## config.mk

```make
export PLATFORM = sky130hd
export DESIGN_NAME = uart_tx
export DESIGN_NICKNAME = d
export VERILOG_FILES = /design/src/rtl/uart_tx_pkg.sv /design/src/rtl/uart_tx_hold.sv /design/src/rtl/uart_tx_shift.sv /design/src/rtl/uart_tx_ctrl.sv /design/src/rtl/uart_tx.sv
export SDC_FILE = /design/constraint.sdc
export NUM_CORES = 1
export LEC_CHECK = 0
export BUFFER_PORTS_ARGS = -buffer_cell sky130_fd_sc_hd__buf_2
export CAP_MARGIN = 25
export CORE_MARGIN = 1.5
export CORE_UTILIZATION = 28
export CTS_CLUSTER_SIZE = 12
export DETAILED_ROUTE_END_ITERATION = 7
export GPL_TIMING_DRIVEN = 0
export HOLD_SLACK_MARGIN = 0.05
export PLACE_DENSITY_LB_ADDON = 0.05
export REMOVE_ABC_BUFFERS = 1
export SLEW_MARGIN = 15
export SYNTH_ARGS = -nofsm -noshare
export SYNTH_HDL_FRONTEND = slang
export SYNTH_SLANG_ARGS = --single-unit
```

## constraint.sdc

```tcl
create_clock -name clk_i -period 2.25 [get_ports clk_i]
set_input_delay 0.45 -clock clk_i [delete_from_list [all_inputs] [get_ports clk_i]]
set_output_delay 0.45 -clock clk_i [all_outputs]
set_load 0.05 [all_outputs]
```

## src/rtl/uart_tx_pkg.sv

```systemverilog
package uart_tx_pkg;
  typedef enum logic {SH_IDLE = 1'b0, SH_BUSY = 1'b1} sh_state_e;

  function automatic int frame_bits(input int data_w);
    return data_w + 2;
  endfunction
endpackage

```

## src/rtl/uart_tx_hold.sv

```systemverilog
module uart_tx_hold #(
  parameter int DATA_W = 8
) (
  input  logic              clk_i,
  input  logic              rst_ni,
  input  logic              en_i,
  input  logic              wr_i,
  input  logic [DATA_W-1:0] wdata_i,
  input  logic              take_i,
  output logic              full_o,
  output logic [DATA_W-1:0] data_o
);
  logic full_q;
  logic [DATA_W-1:0] data_q;

  always_ff @(posedge clk_i or negedge rst_ni) begin
    if (!rst_ni) begin
      full_q <= 1'b0;
      data_q <= '0;
    end else begin
      // disabled: queued byte is dropped, writes ignored
      if (!en_i)      full_q <= 1'b0;
      else if (wr_i)  full_q <= 1'b1;
      else if (take_i) full_q <= 1'b0;
      if (en_i && wr_i) data_q <= wdata_i;
    end
  end

  assign full_o = full_q;
  assign data_o = data_q;
endmodule

```

## src/rtl/uart_tx_shift.sv

```systemverilog
module uart_tx_shift
  import uart_tx_pkg::*;
#(
  parameter int DATA_W = 8
) (
  input  logic              clk_i,
  input  logic              rst_ni,
  input  logic              tick_i,
  input  logic              load_req_i,
  input  logic [DATA_W-1:0] data_i,
  output logic              take_o,
  output logic              fin_o,
  output logic              free_tick_o,
  output logic              txd_o
);
  localparam int FRAME_W = frame_bits(DATA_W);
  localparam int CNT_W   = $clog2(FRAME_W);
  localparam logic [CNT_W-1:0] LAST = CNT_W'(FRAME_W - 1);

  sh_state_e           st_q;
  logic [FRAME_W-1:0]  sh_q;
  logic [CNT_W-1:0]    cnt_q;
  logic                ending, free_tick, load;

  assign ending    = tick_i && (st_q == SH_BUSY) && (cnt_q == LAST);
  assign free_tick = tick_i && ((st_q == SH_IDLE) || (cnt_q == LAST));
  assign load      = free_tick && load_req_i;

  always_ff @(posedge clk_i or negedge rst_ni) begin
    if (!rst_ni) begin
      st_q  <= SH_IDLE;
      sh_q  <= '1;
      cnt_q <= '0;
    end else if (load) begin
      st_q  <= SH_BUSY;
      sh_q  <= {1'b1, data_i, 1'b0};
      cnt_q <= '0;
    end else if (ending) begin
      st_q  <= SH_IDLE;
      sh_q  <= '1;
    end else if (tick_i && st_q == SH_BUSY) begin
      sh_q  <= {1'b1, sh_q[FRAME_W-1:1]};
      cnt_q <= cnt_q + 1'b1;
    end
  end

  assign take_o      = load;
  assign fin_o       = ending && !load;
  assign free_tick_o = free_tick;
  assign txd_o       = (st_q == SH_BUSY) ? sh_q[0] : 1'b1;
endmodule

```

## src/rtl/uart_tx_ctrl.sv

```systemverilog
module uart_tx_ctrl (
  input  logic clk_i,
  input  logic rst_ni,
  input  logic en_i,
  input  logic wr_i,
  input  logic take_i,
  input  logic fin_i,
  input  logic free_tick_i,
  input  logic empty_ie_i,
  input  logic done_ie_i,
  output logic pin_own_o,
  output logic empty_o,
  output logic done_o,
  output logic irq_o
);
  logic en_q, pin_q, empty_q, done_q;
  logic empty_d, done_d;

  always_comb begin
    empty_d = empty_q;
    done_d  = done_q;
    if (en_i && !en_q) begin
      empty_d = 1'b1;
      done_d  = 1'b1;
    end
    if (fin_i) begin
      empty_d = 1'b1;
      done_d  = 1'b1;
    end
    if (take_i) empty_d = 1'b1;
    if (wr_i && en_i) begin
      empty_d = 1'b0;
      done_d  = 1'b0;
    end
  end

  always_ff @(posedge clk_i or negedge rst_ni) begin
    if (!rst_ni) begin
      en_q    <= 1'b0;
      pin_q   <= 1'b0;
      empty_q <= 1'b0;
      done_q  <= 1'b0;
    end else begin
      en_q    <= en_i;
      empty_q <= empty_d;
      done_q  <= done_d;
      if (en_i)             pin_q <= 1'b1;
      else if (free_tick_i) pin_q <= 1'b0;
    end
  end

  assign pin_own_o = pin_q;
  assign empty_o   = empty_q;
  assign done_o    = done_q;
  assign irq_o     = (empty_ie_i & empty_q) | (done_ie_i & done_q);
endmodule

```

## src/rtl/uart_tx.sv

```systemverilog
module uart_tx #(
  parameter int DATA_W = 8
) (
  input  logic              clk_i,
  input  logic              rst_ni,
  input  logic              tick_i,
  input  logic              wr_i,
  input  logic [DATA_W-1:0] wdata_i,
  input  logic              en_i,
  input  logic              empty_ie_i,
  input  logic              done_ie_i,
  output logic              txd_o,
  output logic              pin_own_o,
  output logic              empty_o,
  output logic              done_o,
  output logic              irq_o
);
  logic              hold_full, take, fin, free_tick, txd_raw;
  logic [DATA_W-1:0] hold_data;

  uart_tx_hold #(.DATA_W(DATA_W)) u_hold (
    .clk_i, .rst_ni, .en_i, .wr_i, .wdata_i,
    .take_i(take), .full_o(hold_full), .data_o(hold_data)
  );

  uart_tx_shift #(.DATA_W(DATA_W)) u_shift (
    .clk_i, .rst_ni, .tick_i,
    .load_req_i(hold_full && en_i), .data_i(hold_data),
    .take_o(take), .fin_o(fin), .free_tick_o(free_tick), .txd_o(txd_raw)
  );

  uart_tx_ctrl u_ctrl (
    .clk_i, .rst_ni, .en_i, .wr_i,
    .take_i(take), .fin_i(fin), .free_tick_i(free_tick),
    .empty_ie_i, .done_ie_i,
    .pin_own_o, .empty_o, .done_o, .irq_o
  );

  assign txd_o = pin_own_o ? txd_raw : 1'b1;
endmodule

```

# Yosys cells after proc, flatten, opt, wreduce, memory -nomap -nowiden
# Index checks and enable logic that the tools add are counted.
# Widths: inputs -> output; s select.
# word_totals
ff_bits,28
inputBits,15
output_inout_bits,5
wordCells,55
# classes
n_addsub,1
eq_ne,3
mux,20
n_bitwise,4
n_reduce_logical,18
# ops
op,n
$mux 10,3
$mux 1,14
$mux 4,3
$logic_and 1x1->1,8
$reduce_bool 2->1,3
$reduce_bool 3->1,2
$add 4x1->4 const B,1
$eq 4x4->1 const B,1
$reduce_bool 4->1,1
$ne 3x2->1 const B,1
$and 1x1->1,2
$logic_not 1->1,2
$ne 2x2->1 const B,1
$reduce_and 2->1,1
$logic_or 1x1->1,1
$not 1->1,1
$or 1x1->1,1

# Depth between registers and ports, before layout
# logic_depth
depth_word,9
depth_mapped,7
ltp_nobuf,6

# Hierarchy
# Synthesis repeated with hierarchy kept, for this count alone.
# unflattened
hier_cells,114
area_unflattened_um2,1342.5
# modules_own_cells
module,n_inst,cells_each,area_each_um2,seq_area_each_um2
uart_tx_shift,1,81,844.6,361.6
uart_tx_hold,1,20,335.3,225.2
uart_tx_ctrl,1,11,150.1,100.1
uart_tx,1,2,12.5,0.0

# Least setup slack after synthesis
# No wires, ideal clock.
# synth_path
path_kind,flip-flop to output port
from,register u_ctrl.empty_q (netlist: u_ctrl.empty_o)
to,output port irq_o
t_arrival_ns,1.151
required_ns,1.800
slack_ns,0.649
stages_incl_launch_ff,2
path_buffers,0
cell_sequence,dfrtp_1 -> a22o_1
# synth_between
elab_chain_cells,2
# synth_lines
element,line_no,source
"start, declared",uart_tx_ctrl.sv:16,"logic en_q, pin_q, empty_q, done_q;"
"start signal, assigned",uart_tx_ctrl.sv:45,empty_q <= empty_d;
$and 1x1->1,uart_tx_ctrl.sv:55,assign irq_o = (empty_ie_i & empty_q) | (done_ie_i & done_q);
$or 1x1->1,uart_tx_ctrl.sv:55,
"end, declared",uart_tx.sv:16,output logic irq_o
# No other way between the ends.

# Worst setup path after layout
# layout_path
from,register u_shift.sh_q[0]
to,output port txd_o
# layout_between
elab_chain_cells,2
# layout_lines
element,line_no,source
"start, declared",uart_tx_shift.sv:21,logic [FRAME_W-1:0] sh_q;
"start signal, assigned",uart_tx_shift.sv:36,"sh_q <= {1'b1, data_i, 1'b0};"
"start signal, assigned",uart_tx_shift.sv:42,"sh_q <= {1'b1, sh_q[FRAME_W-1:1]};"
$mux 1,uart_tx_shift.sv:50,assign txd_o = (st_q == SH_BUSY) ? sh_q[0] : 1'b1;
$mux 1,uart_tx.sv:39,assign txd_o = pin_own_o ? txd_raw : 1'b1;
"end, declared",uart_tx.sv:12,"output logic txd_o,"
# No other way between the ends.

==> metrics.cfg <==
[run_status]
status=finished, final reports clean

[clock_network]
cts_resized=0
holdBufCountCts=0
cts_tree=built
cts_buffer_depth=2
cts_sinks=27
clk-insertion-delay-late_ps=280
root_buffer=clkbuf_8
path_clk_slew_ps=100
cts_setup_buffers=0
numCtsBuffers=3
cts_htree_levels=1

[timing]
finalSetupTns_ps=0
setup_violations=0
maxSlewViolCount=0
rsz0062_at_grt=false
period_share_pct=72.5
hold_violations=0
skew_ps=9.14
fmaxAchievable_ghz=0.613
fin_crit_ps=1630
max_slew.worst_pin.slew_ps=629
fin_ws_ps=619
maxSlewHeadroom_pct=58.1

[global_route]
overflow=0
antenna_found_initial=0
grt_pass1_vias=862
groute.usage.overall_pct=11.2
grt_max_degree=28
grt_pass1_wl_um=4310

[setup_path]
reg2reg_to=u_shift.sh_q[7]
cp.required_ps=1800
crit_fanout=2
reg2regPathDepth=5
criticalPathCategory=reg2out
r2r-start=u_shift.cnt_q[0]
regToRegSetupSlack_ps=620
cp-end-kind=primary output
arrival_ps=1180
critPathLaunchType=flip-flop

[drt]
first_iter_violations=62
avgViaCountPerCell=4.89
drt-total-wl_um=2460
vias=894
drt_pre_antenna_iters=4
wire_per_inst_um=13.4
antenna_left=0
drc_errors=0

[power_and_ir_drop]
p_leak_nw=0.625
power_density_nw_per_um2=1130
irDropWorstVdd_mv=0.496
power_mw=1.60

[final_layout]
largest_reg_flops=9
drive_gt1_share_pct=32.3
layout_common_cells=19 x buf_2, 18 x dfrtp_1, 11 x nand2_1
diodes=0
syn_to_final_growth_pct=14.6
stdcell_area_um2=1410
final_cells=183
layout_commonest_cell=buf_2
finalNetCount=151
top_register=u_shift.sh_q

[place]
place_hpwl_um=1710
dp_slack_ps=650
io_buffers=19
dp.cells=179
placed_area_um2=1370
place.gp.congestion=0.754

[logic_synthesis]
netlist_area_um2=1230
async_reset_ff_share_pct=100
ys_seq_elements=27
synth_warnings=0
synth_edf_count=0
synth_seq_area_share_pct=55.8
synthFlopType=dfrtp_1
yosysUniqueCellTypes=31
netlist_instances=113
avgSynthCellArea_um2=10.9

[die]
die_area_um2=4800
start_util_pct=29.9
pin_count=20
core_area_um2=4120
die_width_um=69.3
die_h_um=69.3
rows=23

[worst_hold_path]
hold_class=in2async

[job]
maxCapViolCount=0

==> routing by layer <==
layer	global-route usage, %	up-vias	share of wire, %
met5	0	-	0
li1	-	441	-
met3	3.78	4	4.9
met1	16.3	429	49
met4	3.05	0	1.5
met2	15.8	20	45
==> logic make-up after synthesis <==
kind of cell | after synthesis | synth area share [%]
AOI/OAI and AO/OA | 35 | 18.9
and+or+nand+nor | 28 | 11.0
DFF | 27 | 55.8
buffers and inverters | 13 | 4.98
muxes | 8 | 7.32
adders and majority gates | 2 | 2.03
==> cell type report <==
class / instances / area, um2
clock buffers: 3 / 41.3
clock inverters: 1 / 5.00
fillers: 434 / 2700
inverters: 10 / 37.5
multi-input cells: 73 / 483
flip-flops and latches: 27 / 687
well taps: 50 / 62.6
repair buffers: 19 / 95.1
==> how the worst max path moves through the flow <==
stage                          start              end  slack [ps]  depth (start not counted)
finish               u_shift.sh_q[0]            txd_o         620                          2
global placement    u_shift.cnt_q[0]  u_shift.sh_q[6]         640                          5
global route        u_shift.cnt_q[0]  u_shift.sh_q[6]         420                          5
detailed placement  u_shift.cnt_q[0]  u_shift.sh_q[5]         650                          5
floorplan             u_ctrl.empty_o            irq_o         650                          1
CTS                  u_shift.sh_q[0]            txd_o         610                          2
==> report_power, final <==
| group | internal (mW) | switching [mW] |
|---|---|---|
| sequential | 0.673 | 0.112 |
| clock | 0.124 | 0.164 |
| combinational | 0.204 | 0.320 |
| total | 1.00 | 0.596 |
==> cells in the mapped netlist (2+ instances only) <==
master	number	share of area, %
nor2_1	4	1.2
nand2_1	11	3.4
o31a_1	2	1.4
nand3_1	6	2.4
nand3b_1	2	1.2
o21ai_0	7	2.8
ha_1	2	2.0
o22ai_1	6	3.0
mux2_2	8	7.3
inv_1	9	2.7
dfstp_2	9	19
dfrtp_1	18	37
nand2b_1	2	1.0
a22o_1	2	1.4
a21oi_1	9	3.7
==> per-stage QoR <==
step                      hold slack [ps]  utilization [%]
final                                 175             34.3
after global routing                  222             34.3
after CTS                             195             34.3
after detailed placement              469             33.2
after global placement                464             33.2
after floorplan                       154                -
==> critical path, cell delays in order (launching register included) <==
cell	delay, ps
dfstp_2	550
nand3b_1	90
buf_2	260
No activity file was read; power rests on OpenSTA's default activity.
